### src/rtl/ofs_prog_pkg.sv
// Shared types for the flag offset programming unit.
// Assumes nothing beyond IEEE 1800-2017 enum support.
package ofs_prog_pkg;

    // Load method latched at master reset.
    typedef enum logic {
        LOAD_PAR = 1'b0,
        LOAD_SER = 1'b1
    } load_mode_e;

    // Which offset register a parallel pointer addresses.
    typedef enum logic {
        SEL_AE = 1'b0,
        SEL_AF = 1'b1
    } ofs_sel_e;

    // Advance an alternating pointer to the other register.
    function automatic ofs_sel_e next_sel(input ofs_sel_e cur);
        return (cur == SEL_AE) ? SEL_AF : SEL_AE;
    endfunction

endpackage

### src/rtl/ofs_par_port.sv
// Parallel access port: alternating write pointer and read pointer,
// plus the registered readback bus.
// Assumes par_en is already qualified by parallel mode and the load strobe.
module ofs_par_port
    import ofs_prog_pkg::*;
#(
    parameter int OFS_W = 14
) (
    input  logic             clk,
    input  logic             rst_n,
    input  logic             par_en,
    input  logic             wen,
    input  logic             ren,
    input  logic [OFS_W-1:0] ae_q,
    input  logic [OFS_W-1:0] af_q,
    output logic             we_ae,
    output logic             we_af,
    output ofs_sel_e         wr_sel,
    output ofs_sel_e         rd_sel,
    output logic [OFS_W-1:0] rd_data
);

    logic wr_go;
    logic rd_go;

    // Qualify the strobes once for both pointers.
    always_comb begin
        wr_go = par_en && wen;
        rd_go = par_en && ren;
        we_ae = wr_go && (wr_sel == SEL_AE);
        we_af = wr_go && (wr_sel == SEL_AF);
    end

    // Write pointer: toggles after every parallel write.
    always_ff @(posedge clk) begin
        if (!rst_n) begin
            wr_sel <= SEL_AE;
        end else if (wr_go) begin
            wr_sel <= next_sel(wr_sel);
        end
    end

    // Read pointer and readback register: capture the addressed offset.
    always_ff @(posedge clk) begin
        if (!rst_n) begin
            rd_sel  <= SEL_AE;
            rd_data <= '0;
        end else if (rd_go) begin
            rd_sel  <= next_sel(rd_sel);
            rd_data <= (rd_sel == SEL_AE) ? ae_q : af_q;
        end
    end

endmodule

### src/rtl/ofs_ser_chain.sv
// Serial load chain: shifts one bit per strobed write into a 2*OFS_W
// shadow register and flags the commit on the final bit.
// Assumes ser_en is already qualified by serial mode, load strobe and wen.
module ofs_ser_chain #(
    parameter int OFS_W = 14,
    localparam int CHAIN_W = 2 * OFS_W,
    localparam int CNT_W = $clog2(CHAIN_W)
) (
    input  logic             clk,
    input  logic             rst_n,
    input  logic             ser_en,
    input  logic             sin,
    output logic             commit,
    output logic [OFS_W-1:0] ae_new,
    output logic [OFS_W-1:0] af_new,
    output logic [CNT_W-1:0] bit_cnt
);

    logic [CHAIN_W-1:0] shadow;
    logic [CHAIN_W-1:0] shadow_nx;

    // Next chain contents: new bit enters at the top, first bit ends lowest.
    always_comb begin
        shadow_nx = {sin, shadow[CHAIN_W-1:1]};
        commit    = ser_en && (bit_cnt == CNT_W'(CHAIN_W - 1));
        ae_new    = shadow_nx[OFS_W-1:0];
        af_new    = shadow_nx[CHAIN_W-1:OFS_W];
    end

    // Shadow chain and bit counter; counter restarts after each commit.
    always_ff @(posedge clk) begin
        if (!rst_n) begin
            shadow  <= '0;
            bit_cnt <= '0;
        end else if (ser_en) begin
            shadow  <= shadow_nx;
            bit_cnt <= commit ? '0 : bit_cnt + CNT_W'(1);
        end
    end

endmodule

### src/rtl/fifo_offset_prog.sv
// Flag offset programming unit: latches the load method at master reset,
// holds the almost-empty and almost-full offsets, and routes parallel or
// serial programming into them.
// Assumes a synchronous active-low reset held for at least one clock edge.
module fifo_offset_prog
    import ofs_prog_pkg::*;
#(
    parameter int OFS_W = 14,
    parameter logic [OFS_W-1:0] DEF_SER = OFS_W'(10'h3FF),
    parameter logic [OFS_W-1:0] DEF_PAR = OFS_W'(7'h7F),
    localparam int CNT_W = $clog2(2 * OFS_W)
) (
    input  logic             clk,
    input  logic             rst_n,
    input  logic             ld,
    input  logic             wen,
    input  logic             ren,
    input  logic [OFS_W-1:0] din,
    input  logic             sin,
    output logic [OFS_W-1:0] rd_data,
    output logic [OFS_W-1:0] ae_off,
    output logic [OFS_W-1:0] af_off
);

    load_mode_e       mode_q;
    logic             ser_mode;
    logic             par_en;
    logic             ser_en;
    logic             we_ae;
    logic             we_af;
    ofs_sel_e         wr_sel;
    ofs_sel_e         rd_sel;
    logic             commit;
    logic [OFS_W-1:0] ae_new;
    logic [OFS_W-1:0] af_new;
    logic [CNT_W-1:0] bit_cnt;

    // Route the strobes to the path of the latched method.
    always_comb begin
        ser_mode = (mode_q == LOAD_SER);
        par_en   = !ser_mode && ld;
        ser_en   = ser_mode && ld && wen;
    end

    // Method latch and offset registers with method-specific defaults.
    always_ff @(posedge clk) begin
        if (!rst_n) begin
            mode_q <= ld ? LOAD_SER : LOAD_PAR;
            ae_off <= ld ? DEF_SER : DEF_PAR;
            af_off <= ld ? DEF_SER : DEF_PAR;
        end else if (commit) begin
            ae_off <= ae_new;
            af_off <= af_new;
        end else begin
            if (we_ae) ae_off <= din;
            if (we_af) af_off <= din;
        end
    end

    ofs_par_port #(.OFS_W(OFS_W)) u_par (
        .clk     (clk),
        .rst_n   (rst_n),
        .par_en  (par_en),
        .wen     (wen),
        .ren     (ren),
        .ae_q    (ae_off),
        .af_q    (af_off),
        .we_ae   (we_ae),
        .we_af   (we_af),
        .wr_sel  (wr_sel),
        .rd_sel  (rd_sel),
        .rd_data (rd_data)
    );

    ofs_ser_chain #(.OFS_W(OFS_W)) u_ser (
        .clk     (clk),
        .rst_n   (rst_n),
        .ser_en  (ser_en),
        .sin     (sin),
        .commit  (commit),
        .ae_new  (ae_new),
        .af_new  (af_new),
        .bit_cnt (bit_cnt)
    );

endmodule

### config.mk
export PLATFORM = sky130hd
export DESIGN_NAME = fifo_offset_prog
export DESIGN_NICKNAME = d
export VERILOG_FILES = /design/src/rtl/ofs_prog_pkg.sv /design/src/rtl/ofs_par_port.sv /design/src/rtl/ofs_ser_chain.sv /design/src/rtl/fifo_offset_prog.sv
export SDC_FILE = /design/constraint.sdc
export NUM_CORES = 1
export LEC_CHECK = 0
export CAP_MARGIN = 25
export CORE_MARGIN = 4
export CORE_UTILIZATION = 47
export CTS_CLUSTER_SIZE = 12
export DETAILED_ROUTE_END_ITERATION = 7
export GPL_TIMING_DRIVEN = 0
export HOLD_SLACK_MARGIN = 0.1
export PLACE_DENSITY = 0.73
export REMOVE_ABC_BUFFERS = 1
export SLEW_MARGIN = 20
export SYNTH_ARGS = -nofsm -noshare
export SYNTH_HDL_FRONTEND = slang
export SYNTH_SLANG_ARGS = --single-unit
### constraint.sdc
create_clock -name clk -period 5.4 [get_ports clk]
set_clock_uncertainty 0.05 [all_clocks]
set_input_delay 1.62 -clock clk [delete_from_list [all_inputs] [get_ports clk]]
set_output_delay 1.62 -clock clk [all_outputs]
set_load 0.01 [all_outputs]
# Word-level counts from Yosys, hierarchy flattened
# Cells that the tools add are included.
dict set report totals {
  rom_bits 0
  ramBits 0
  memories 0
  out_inout_bits 42
  ff_bits 78
  in_bits 20
  wordCells 34
  latch_bits 0
}
dict set report op_classes {
  eq_ne 3
  n_lt_le_gt_ge 0
  n_reduce_logical 9
  n_div 0
  multipliers 0
  bitwise_logic 1
  add_sub_neg 1
  n_shift 0
  mux 12
}
# op n
set ops {}
lappend ops {{$mux W14} 7}
lappend ops {{$mux W10} 1}
lappend ops {{$logic_and A1 B1 Y1} 8}
lappend ops {{$ne A3 B1 Y1 const B} 2}
lappend ops {{$add A5 B1 Y5 const B} 1}
lappend ops {{$eq A5 B5 Y1 const B} 1}
lappend ops {{$mux W5} 1}
lappend ops {{$mux W1} 3}
lappend ops {{$logic_not A1 Y1} 1}
lappend ops {{$not A1 Y1} 1}

# Longest topological paths before layout
# Gate-level depths: netlist (run 1).
dict set report logic_depth {
  depth_word 7
  mapped_depth 5
  mapped_depth_nobuf 4
}

# Modules after synthesis
# A second synthesis (run 1) with hierarchy kept.
dict set report unflattened {
  hier_cells 305
  hier_area_um2 3409.5
}
# module area_each_um2 seq_area_each_um2 n_inst cells_per_inst
set modules_own_cells {}
lappend modules_own_cells {fifo_offset_prog 1305.0 870.8 1 113}
lappend modules_own_cells {ofs_ser_chain 1272.5 640.6 1 115}
lappend modules_own_cells {ofs_par_port 832.0 320.3 1 77}

# Least setup slack after synthesis (run 1)
# No wires, ideal clock.
dict set report synth_timing {
  path_kind {input -> register}
  from {input wen}
  to {register af_off[0] (enable)}
  required_ns 4.914
  cell_stages 2
  t_arrival_ns 3.420
  path_slack_ns 1.494
  n_path_buf 0
  setup_ns 0.436
  path_cell_list {nand2_1 o311ai_0}
}
dict set report synth_via {
  elab_chain_len 3
  elab_cells_between_ends 5
  cone_classes {eq/ne (1); reduce/logical (4)}
}
# item line
set synth_lines {}
lappend synth_lines {{start, declared} fifo_offset_prog.sv:16} ;# input logic wen,
lappend synth_lines {{$logic_and A1 B1 Y1 (on tied branches)} {ofs_par_port.sv:28, fifo_offset_prog.sv:42}}
lappend synth_lines {{$logic_and A1 B1 Y1 (on tied branches)} {ofs_par_port.sv:31, ofs_ser_chain.sv:25}}
lappend synth_lines {{$ne A3 B1 Y1 (no source line) *} n/a}
lappend synth_lines {{end signal, assigned} fifo_offset_prog.sv:50} ;# af_off <= ld ? DEF_SER : DEF_PAR;
lappend synth_lines {{end signal, assigned} fifo_offset_prog.sv:53} ;# af_off <= af_new;
lappend synth_lines {{end signal, assigned} fifo_offset_prog.sv:56} ;# if (we_af) af_off <= din;
lappend synth_lines {{end, declared} fifo_offset_prog.sv:22} ;# output logic [OFS_W-1:0] af_off
# Every way passes the cells marked *; elsewhere a longest branch is shown, timed or not.
# A chain may end at the register's enable or synchronous reset.

# Worst setup path in the final report (run 1)
dict set report layout_timing {
  from {input ld}
  to {register ae_off[5] (enable)}
}
dict set report layout_via {
  elab_chain_len 4
  elab_cells_between_ends 7
  cone_classes {eq/ne (1); reduce/logical (6)}
}
# item line
set layout_lines {}
lappend layout_lines {{start, declared} fifo_offset_prog.sv:15} ;# input logic ld,
lappend layout_lines {{$logic_and A1 B1 Y1 (on tied branches)} {fifo_offset_prog.sv:41, fifo_offset_prog.sv:42}}
lappend layout_lines {{$logic_and A1 B1 Y1 (on tied branches)} {ofs_par_port.sv:28, fifo_offset_prog.sv:42}}
lappend layout_lines {{$logic_and A1 B1 Y1 (on tied branches)} {ofs_par_port.sv:30, ofs_ser_chain.sv:25}}
lappend layout_lines {{$ne A3 B1 Y1 (no source line) *} n/a}
lappend layout_lines {{end signal, assigned} fifo_offset_prog.sv:49} ;# ae_off <= ld ? DEF_SER : DEF_PAR;
lappend layout_lines {{end signal, assigned} fifo_offset_prog.sv:52} ;# ae_off <= ae_new;
lappend layout_lines {{end signal, assigned} fifo_offset_prog.sv:55} ;# if (we_ae) ae_off <= din;
lappend layout_lines {{end, declared} fifo_offset_prog.sv:21} ;# output logic [OFS_W-1:0] ae_off,
# Marked as above.

==> qor_table.md, run 1 <==
| Group | Parameter | Value |
|---|---|---|
| floorplanning | Number of I/O pins | 62 |
| synth | Fraction of synthesized cell area taken by the top area cell type | 29.7% |
| worst setup path | Largest stage delay on the critical path | 0.69 ns |
| power and ir drop | NetSw | 0.000293 W |
| sta | Achievable frequency | 261 MHz |
| layout | Layout cells sized above 1 | 9.28% |
| clocking | CTS tree | built |
| floorplanning | Horizontal die dimension | 90.9 microns |
| power and ir drop | Relative contribution of sequential cells to total power | 51.8% |
| worst setup path | Startpoint kind of the worst setup timing path | primary input |
| clocking | Maximum level of the CTS H-tree | 3 |
| layout | Number of fill cells | 537 |
| placed design | Placed cell count | 448 |
| sta | Minimum period implied by the final worst setup slack | 3.83 ns |
| power and ir drop | Maximum vdd drop | 0.170 mV |
| global routing | Global route overflow | 0 |
| worst setup path | Series of cell instances along the critical path | clkdlybuf4s50_1 > and4_2 > nand2_1 > nand3_1 |
| layout | Area growth from synthesis to final layout | 26.5% |
| global routing | Pin count of the biggest net entering global routing | 37 |
| power and ir drop | Net Sw Frac | 23.6% |
| drt | Total via count after detailed routing | 2667 |
| clocking | Post-CTS Setup Bufs | 0 |
| power and ir drop | Leak Pwr | 1.29 nW |
| synth | Async SR Flop Fraction | 0% |
| floorplanning | Die area | 0.00827 sq mm |
| global routing | Met1 track demand over resource | 22.1% |
| synth | Synth warn | 0 |
| synth | Number of enable flip-flop cells after synthesis | 29 |
| drt | Total wire length after detailed routing | 7.48 mm |
| worst setup path | CP required | 5.34 ns |
| sta | Final setup violating endpoints | 0 |
| drt | Wire per inst | 16.1 microns |
| sta | Slew at the pin closest to its max-slew limit | 0.946 ns |
| placed design | HPWL after detailed placement | 4.75 mm |
| global routing | Initial antenna violation count | 0 |
| worst setup path | WS Path Type | primary input to flop |
| sta | Number of hold-slack violations in the final timing report | 0 |
| sta | Period utilisation layout | 70.9% |
| layout | Net count reported at finish | 404 |
| drt | # DRC | 0 |
| global routing | Global-route met3 utilization | 3.42% |
| global routing | Busiest layer in global routing | met2 |
| floorplanning | Core Rows | 29 |
| clocking | Clk_lat worst skew | 0.36 ns |
| power and ir drop | Pwr dens | 304 mW/mm^2 |
| placed design | DP Worst Slack | 0.861 ns |
| placed design | Global placement routability congestion | 0.742 |
| clocking | Number of buffers added by the clock tree synthesis step | 9 |
| clocking | Largest buffer count on any clock path | 2 |
| floorplanning | Std-Cell Core Area | 0.00649 sq mm |
| synth | Sequential share of the synthesized area | 56.7% |
| layout | Most common cell after layout, fill and taps aside | clkdlybuf4s50_1 |
| synth | Cell accounting for the most synthesized area | dfxtp_1 |
| sta | Setup_tns | 0 ns |
| power and ir drop | Internal power contribution | 0.000949 W |
| clocking | Post-CTS resize count | 0 |
| clocking | Cell chosen for the clock root | clkbuf_8 |
| drt | Number of iterations in the first detailed-routing pass | 6 |
| run | Max capacitance violation total | 0 |
| min path | Worst min-delay path category | flop to flop |
| sta | Number of pins with negative max-slew slack in the final report | 0 |
| synth | Syn Std Cell Area | 0.00323 sq mm |
| clocking | Clk pin slew, worst setup/hold paths | 0.07 ns |
| power and ir drop | Combinational fraction of design power | 10.3% |
| layout | Filler-free cell count of the finished design | 465 |
| worst setup path | Largest driver fanout on the critical path | 30 |
| layout | Final core utilization | 62.9% |
| clocking | Hold buffer count at cts | 0 |
| global routing | GRT Resource Usage Total | 18.5% |
| drt | Initial drt markers | 224 |
| drt | Average via count per standard cell | 5.74 |
| worst setup path | Master of the slowest instance on the critical path | and4_2 |
| placed design | Buffers added on ports | 61 |
| sta | Max transition margin | 36.8% |
| power and ir drop | Clock share of power | 38.0% |
| layout | Commonest non-fill, non-tap cells in the layout | clkdlybuf4s50_1 (61), nand2_1 (59), dfxtp_1 (48), a21oi_1 (46), nand3_1 (38) |
| floorplanning | Initial standard-cell utilization of the core | 49.8% |
| synth | Average footprint of a synthesized cell | 9.65 sq um |
| clocking | Total clock sinks | 77 |
| worst setup path | Worst Path Arrival | 3.77 ns |
| status | Run status | finished, final reports clean |
| synth | Unique masters post-synth | 32 |
| layout | Diodes inserted | 0 |
| sta | RSZ-0062 raised after global routing | false |
| synth | Most instantiated flip-flop cell in the synthesis netlist | dfxtp_1 |
| drt | Antenna viol nets, final | 0 |
| worst setup path | Endpoint kind of the worst setup timing path | flop |
| sta | Worst-case hold slack | 0.412 ns |
| global routing | Number of global-route vias before repair | 2612 |
| synth | Largest cells by area after synthesis | dfxtp_1 (30%), edfxtp_1 (27%), a21oi_1 (7.1%) |
| global routing | Global-route wire length before repair | 12.3 mm |
| global routing | Met2 GRT Util | 31.8% |
| sta | Worst setup slack after layout | 1.57 ns |
| synth | Syn Inst Count | 335 |
| synth | Post-synthesis sequential element count | 77 |
| floorplanning | Height of the die | 90.9 microns |
cell type report:
| class | count | area [sq um] | area share (%) |
|---|---|---|---|
| sequential | 77 | 1830 | 44.8 |
| multi-input combinational | 227 | 1280 | 31.3 |
| timing repair buffer | 64 | 653 | 16.0 |
| clock buffer | 9 | 124 | 3.03 |
| tap | 77 | 96.3 | 2.36 |
| clock inverter | 7 | 90.1 | 2.20 |
| inverter | 4 | 15.0 | 0.367 |
path summary, 6_finish.rpt:
kind | slack, ns | from | end | cells after the start
setup reg to reg | 2.88 | u_ser.bit_cnt[0] | ae_off[5] | 4
setup / recovery | 1.57 | ld | ae_off[5] | 4
hold / removal | 0.41 | u_ser.shadow[1] | u_ser.shadow[1] | 2
hold reg to reg | 0.41 | u_ser.shadow[1] | u_ser.shadow[1] | 2
synth_stat cells, types with 2 or more instances:
| cell type | count |
|---|---|
| a211oi_1 | 4 |
| buf_4 | 2 |
| a21oi_1 | 46 |
| edfxtp_1 | 29 |
| clkbuf_1 | 12 |
| o21ai_0 | 16 |
| or3_1 | 2 |
| nand3_1 | 39 |
| buf_2 | 12 |
| a31oi_1 | 6 |
| a211oi_2 | 10 |
| dfxtp_1 | 48 |
| nand2_1 | 59 |
| nor2_1 | 16 |
| mux2i_1 | 14 |
| and3b_1 | 2 |
| inv_1 | 3 |
power by group through the flow:
stage	registers (W)	clock network, W	logic, W
after CTS	0.000643	0.000478	0.000128
after global placement	0.000656	0	0.000123
after detailed placement	0.000656	0	0.000127
after global routing	0.000646	0.000500	0.000138
final	0.000643	0.000471	0.000127
after floorplan	0.000663	0	0.0000478
per-layer routing:
| metal | vias up | routed length [microns] |
|---|---|---|
| li1 | 1300 | - |
| met1 | 1271 | 3180 |
| met2 | 80 | 3730 |
| met3 | 16 | 389 |
| met4 | 0 | 176 |
| met5 | - | 0 |
worst max-delay path: cells and delay by family:
kind          cells  cell delay [ns]
simple gates      3             1.51
buf+inv           1             0.63
cells by family (layout without fill, tap and decap cells):
group                      count (synthesis)  in the layout  synth area share, %
AOI/OAI and AO/OA                         88             88                 17.0
xor gates and xnor gates                   1              1                0.271
adders and majority gates                  1              1                0.387
buffers and inverters                     31             84                 4.30
DFF                                       77             77                 56.7
muxes                                     14             14                 4.34
and+or+nand+nor                          123            123                 17.0
state kept, by name, indices dropped and copies added (netlist names):
name           count
ae_off            14
u_par.rd_data     14
u_par.rd_sel       1
mode_q             1
af_off            14
u_ser.bit_cnt      5
u_par.wr_sel       1
u_ser.shadow      27
per-stage QoR:
stage	cell area, sq um	power, W
final	4090	0.00124
after global routing	4090	0.00128
after CTS	4070	0.00125
after detailed placement	3860	0.000783
after global placement	3810	0.000778
after floorplan	3110	0.000710
Power figures use the tool's default switching activity.
==> run 2: changes to the inputs <==
CORE_UTILIZATION = 46   (was 47)
PLACE_DENSITY = 0.75   (was 0.73)
clock period = 3.4 ns   (was 5.4 ns; I/O delays follow)
==> qor_table.md, run 2 (synthesis results as in run 1) <==
| Group | Parameter | Value |
|---|---|---|
| clocking | Hold buffer count at cts | 0 |
| drt | WL met1 | 3.25 mm |
| layout | Area growth from synthesis to final layout | 29.1% |
| worst setup path | R2r endpoint | af_off[8] |
| placed design | Buffers added on ports | 61 |
| placed design | Global placement routability congestion | 0.780 |
| worst setup path | Worst reg2reg startpoint | u_ser.bit_cnt[0] |
| layout | Diodes inserted | 0 |
| global routing | Global-route wire length before repair | 12.2 mm |
| min path | Hold-critical path endpoint | u_ser.shadow[19] |
| clocking | Clk pin slew, worst setup/hold paths | 0.08 ns |
| sta | Slew at the pin closest to its max-slew limit | 0.888 ns |
| clocking | Cell chosen for the clock root | clkbuf_8 |
| sta | Worst setup slack after layout | 0.294 ns |
| sta | Achievable frequency | 322 MHz |
| layout | Layout cells sized above 1 | 8.95% |
| layout | Most common cell after layout, fill and taps aside | clkdlybuf4s50_1 |
| drt | Highest routed layer | met4 |
| layout | Commonest non-fill, non-tap cells in the layout | clkdlybuf4s50_1 (61), nand2_1 (59), dfxtp_1 (48), a21oi_1 (46), nand3_1 (38) |
| layout | Number of fill cells | 563 |
| sta | Max transition margin | 40.7% |
| min path | Number of instances on the worst hold path | 2 |
| clocking | Total clock sinks | 77 |
| sta | RSZ-0062 raised after global routing | false |
| min path | Worst min-delay path category | flop to flop |
| floorplanning | Initial standard-cell utilization of the core | 47.6% |
| layout | Total area of sequential cells | 0.00183 sq mm |
| min path | Min-Delay Startpoint | u_ser.shadow[20] |
| drt | Initial drt markers | 206 |
| clocking | Clk_lat worst skew | 0.34 ns |
| worst setup path | Register-to-register setup slack | 1.05 ns |
| floorplanning | Core Rows | 30 |
| clocking | Number of buffers added by the clock tree synthesis step | 9 |
| drt | Total via count after detailed routing | 2612 |
| clocking | Largest buffer count on any clock path | 2 |
| worst setup path | Register-to-Register Path Depth | 5 |
| drt | Total wire length after detailed routing | 7.28 mm |
| global routing | Initial antenna violation count | 0 |
| global routing | Global route overflow | 0 |
| floorplanning | Height of the die | 91.8 microns |
| drt | Wire per inst | 14.9 microns |
| worst setup path | WS Path Type | primary input to flop |
| placed design | HPWL after detailed placement | 4.83 mm |
| global routing | Number of global-route vias before repair | 2480 |
| sta | Number of pins with negative max-slew slack in the final report | 0 |
| drt | Number of iterations in the first detailed-routing pass | 4 |
| global routing | Pin count of the biggest net entering global routing | 37 |
| layout | Area taken by multi-input logic gates | 0.00127 sq mm |
| sta | Period utilisation layout | 91.3% |
| layout | Final core utilization | 61.4% |
| clocking | Maximum level of the CTS H-tree | 3 |
| floorplanning | Number of I/O pins | 62 |
| drt | Metal3 WL | 342 microns |
| floorplanning | Std-Cell Core Area | 0.00679 sq mm |
| power and ir drop | Pwr dens | 472 mW/mm^2 |
| power and ir drop | Maximum vdd drop | 0.195 mV |
| sta | Final setup violating endpoints | 0 |
| layout | Max reg flops | 27 |
| drt | # DRC | 0 |
| floorplanning | Die area | 0.00843 sq mm |
| layout | Net count reported at finish | 407 |
| drt | Antenna viol nets, final | 0 |
| layout | Final instance area | 0.00417 sq mm |
| drt | Average via count per standard cell | 5.36 |
| worst setup path | Worst Path Arrival | 3.11 ns |
| placed design | Placed cell areas | 0.00391 sq mm |
| placed design | DP Worst Slack | -0.519 ns |
| worst setup path | Largest driver fanout on the critical path | 30 |
| layout | Register with the most flip-flops | u_ser.shadow |
| run | Max capacitance violation total | 0 |
| drt | Met2 wire length | 3.58 mm |
| status | Run status | finished, final reports clean |
| floorplanning | Horizontal die dimension | 91.8 microns |
| clocking | CTS tree | built |
| worst setup path | Endpoint kind of the worst setup timing path | flop |
| power and ir drop | Leak Pwr | 1.33 nW |
| sta | Minimum period implied by the final worst setup slack | 3.11 ns |
| power and ir drop | Overall power after layout | 0.00197 W |
| sta | Number of hold-slack violations in the final timing report | 0 |
| worst setup path | CP required | 3.40 ns |
| global routing | GRT Resource Usage Total | 18.0% |
| worst setup path | Startpoint kind of the worst setup timing path | primary input |
[run 2: power by group]
| group | internal [W] | switching [W] |
|---|---|---|
| Clock | 0.000419 | 0.000324 |
| Sequential | 0.000995 | 0.0000252 |
| Combinational | 0.000107 | 0.000100 |
[run 2: critical path: stages]
cell             delay (ns)
clkdlybuf4s50_1        0.64
and4_2                 0.69
nand2_1                0.19
o311ai_2               0.26
buf_4                  0.30
[run 2: layout make-up]
class,instances,share of cell area (%)
inverters,4,0.360
clock inverters,1,0.120
clock buffers,15,5.28
flip-flops and latches,77,43.9
multi-input cells,227,30.6
well taps,96,2.88
repair buffers,67,16.9
[run 2: timing repair]
action                                  4_1_cts  5_1_grt
setup buffers                                 0        0
endpoints found under the setup margin       14       14
cloned                                        0        0
resized for setup                             1        1
[run 2: worst max-delay path by stage]
stage,startpoint,end,depth (start not counted)
floorplan,wen,af_off[0],2
global placement,ld,af_off[11],3
detailed placement,ld,ae_off[12],4
CTS,ld,ae_off[9],4
global route,ld,af_off[8],5
finish,ld,af_off[8],5
[run 2: metal layers]
metal  track usage, %  up-vias
li1                 -     1297
met2             27.6       68
met3             3.20        8
met1             24.6     1239
met5                0        -
met4             9.16        0
[run 2: stage by stage]
stage	hold WS (ns)	setup TNS [ns]	instances
finish	0.417	0	487
floorplan	0.387	0	308
CTS	0.414	0	485
global placement	0.394	-28.89	465
global route	0.432	0	487
detailed placement	0.402	-10.68	469
==> run 3: changes to the inputs <==
MAX_ROUTING_LAYER = met4   (was default)
==> qor_table.md, run 3 (synthesis results as in run 1) <==
| Group | Parameter | Value |
|---|---|---|
| global routing | Met1 track demand over resource | 24.6% |
| global routing | Number of global-route vias before repair | 2479 |
| global routing | Global route overflow | 0 |
| sta | Achievable frequency | 322 MHz |
| placed design | DP Worst Slack | -0.519 ns |
| layout | Commonest non-fill, non-tap cells in the layout | clkdlybuf4s50_1 (61), nand2_1 (59), dfxtp_1 (48), a21oi_1 (46), nand3_1 (38) |
| global routing | GRT Resource Usage Total | 18.5% |
| sta | Worst setup slack after layout | 0.299 ns |
| clocking | Clk pin slew, worst setup/hold paths | 0.08 ns |
| drt | Total via count after detailed routing | 2642 |
| power and ir drop | NetSw | 0.000456 W |
| status | Run status | finished, final reports clean |
| sta | Number of pins with negative max-slew slack in the final report | 0 |
| clocking | Largest buffer count on any clock path | 2 |
| power and ir drop | Relative contribution of sequential cells to total power | 51.6% |
| drt | Number of iterations in the first detailed-routing pass | 5 |
| global routing | Global-route wire length before repair | 12.2 mm |
| floorplanning | Initial standard-cell utilization of the core | 47.6% |
| global routing | Initial antenna violation count | 0 |
| floorplanning | Height of the die | 91.8 microns |
| clocking | Hold buffer count at cts | 0 |
| drt | Antenna viol nets, final | 0 |
| global routing | Met2 GRT Util | 27.6% |
| power and ir drop | Internal power contribution | 0.00152 W |
| run | Max capacitance violation total | 0 |
| floorplanning | Die area | 0.00843 sq mm |
| sta | Minimum period implied by the final worst setup slack | 3.10 ns |
| global routing | Global-route met3 utilization | 3.12% |
| layout | Diodes inserted | 0 |
| layout | Most common cell after layout, fill and taps aside | clkdlybuf4s50_1 |
| layout | Total area of sequential cells | 0.00183 sq mm |
| drt | Initial drt markers | 194 |
| placed design | HPWL after detailed placement | 4.83 mm |
| power and ir drop | Maximum vdd drop | 0.197 mV |
| sta | Number of hold-slack violations in the final timing report | 0 |
| sta | Period utilisation layout | 91.2% |
| sta | Slew at the pin closest to its max-slew limit | 0.882 ns |
| layout | Net count reported at finish | 407 |
| clocking | Number of buffers added by the clock tree synthesis step | 9 |
| clocking | Clk_lat worst skew | 0.35 ns |
| global routing | Pin count of the biggest net entering global routing | 37 |
| power and ir drop | Clock share of power | 37.9% |
| clocking | Post-CTS Setup Bufs | 0 |
| power and ir drop | Combinational fraction of design power | 10.5% |
| worst setup path | Endpoint kind of the worst setup timing path | flop |
| worst setup path | Worst Path Arrival | 3.11 ns |
| floorplanning | Core Rows | 30 |
| sta | Worst-case hold slack | 0.410 ns |
| drt | # DRC | 0 |
| floorplanning | Number of I/O pins | 62 |
| layout | Max reg flops | 27 |
| clocking | Total clock sinks | 77 |
| layout | Filler-free cell count of the finished design | 487 |
| sta | Final setup violating endpoints | 0 |
| min path | Worst min-delay path category | flop to flop |
| clocking | CTS tree | built |
| drt | Wire per inst | 15.0 microns |
| worst setup path | CP required | 3.41 ns |
| layout | Area taken by multi-input logic gates | 0.00127 sq mm |
| drt | Total wire length after detailed routing | 7.32 mm |
| drt | Average via count per standard cell | 5.43 |
| floorplanning | Horizontal die dimension | 91.8 microns |
| placed design | Placed cell count | 469 |
| sta | Max transition margin | 41.1% |
| power and ir drop | Net Sw Frac | 23.1% |
| global routing | Busiest layer in global routing | met2 |
| floorplanning | Std-Cell Core Area | 0.00679 sq mm |
| clocking | Maximum level of the CTS H-tree | 3 |
| layout | Area growth from synthesis to final layout | 29.0% |
| layout | Number of fill cells | 565 |
| placed design | Global placement routability congestion | 0.791 |
| layout | Layout cells sized above 1 | 8.95% |
| clocking | Cell chosen for the clock root | clkbuf_8 |
| worst setup path | WS Path Type | primary input to flop |
| power and ir drop | Pwr dens | 474 mW/mm^2 |
| power and ir drop | Leak Pwr | 1.33 nW |
| worst setup path | Largest driver fanout on the critical path | 30 |
| placed design | Buffers added on ports | 61 |
| layout | Register with the most flip-flops | u_ser.shadow |
| worst setup path | Startpoint kind of the worst setup timing path | primary input |
| sta | RSZ-0062 raised after global routing | false |
-- run 3: metrics by stage --
stage	power (W)	utilization (%)	cell area (sq um)	setup TNS, ns
2_1_floorplan	0.00113	-	3110	0
3_3_place_gp	0.00124	56.5	3840	-28.89
3_5_place_dp	0.00125	57.6	3910	-10.68
4_1_cts	0.00198	60.9	4140	0
5_1_grt	0.00204	61.4	4170	0
6_report	0.00198	61.4	4170	0
-- run 3: final cells by class --
class,instances,area share (%)
repair buffers,67,16.8
multi-input cells,227,30.6
clock inverters,1,0.120
clock buffers,15,5.28
well taps,96,2.88
inverters,4,0.360
flip-flops and latches,77,43.9
-- run 3: layer usage --
metal	up-vias	routed length, microns
met5	-	0
met1	1244	3230
met4	0	153
met2	86	3540
met3	12	390
li1	1300	-
-- run 3: worst paths after layout --
path | startpoint | end | slack, ns | depth (start not counted)
worst max-delay path | ld | af_off[8] | 0.30 | 5
worst max register to register | u_ser.bit_cnt[0] | af_off[8] | 1.05 | 5
worst min-delay path | u_ser.shadow[1] | u_ser.shadow[1] | 0.41 | 2
worst min register to register | u_ser.shadow[1] | u_ser.shadow[1] | 0.41 | 2
-- run 3: repair_timing --
| action | 4_1_cts | 5_1_grt |
|---|---|---|
| endpoints found under the setup margin | 14 | 14 |
| pin swaps | 0 | 0 |
| gates resized for setup | 1 | 1 |
-- run 3: power by group through the flow --
stage          Clock (W)  Combinational, W  Sequential, W
2_1_floorplan          0         0.0000759        0.00105
3_3_place_gp           0          0.000194        0.00104
3_5_place_dp           0          0.000206        0.00104
4_1_cts         0.000750          0.000207        0.00102
5_1_grt         0.000791          0.000226        0.00103
6_report        0.000749          0.000207        0.00102
-- run 3: worst max-delay path, cell delays in order --
cell,delay (ns)
clkdlybuf4s50_1,0.65
and4_2,0.68
nand2_1,0.19
o311ai_2,0.26
buf_4,0.30
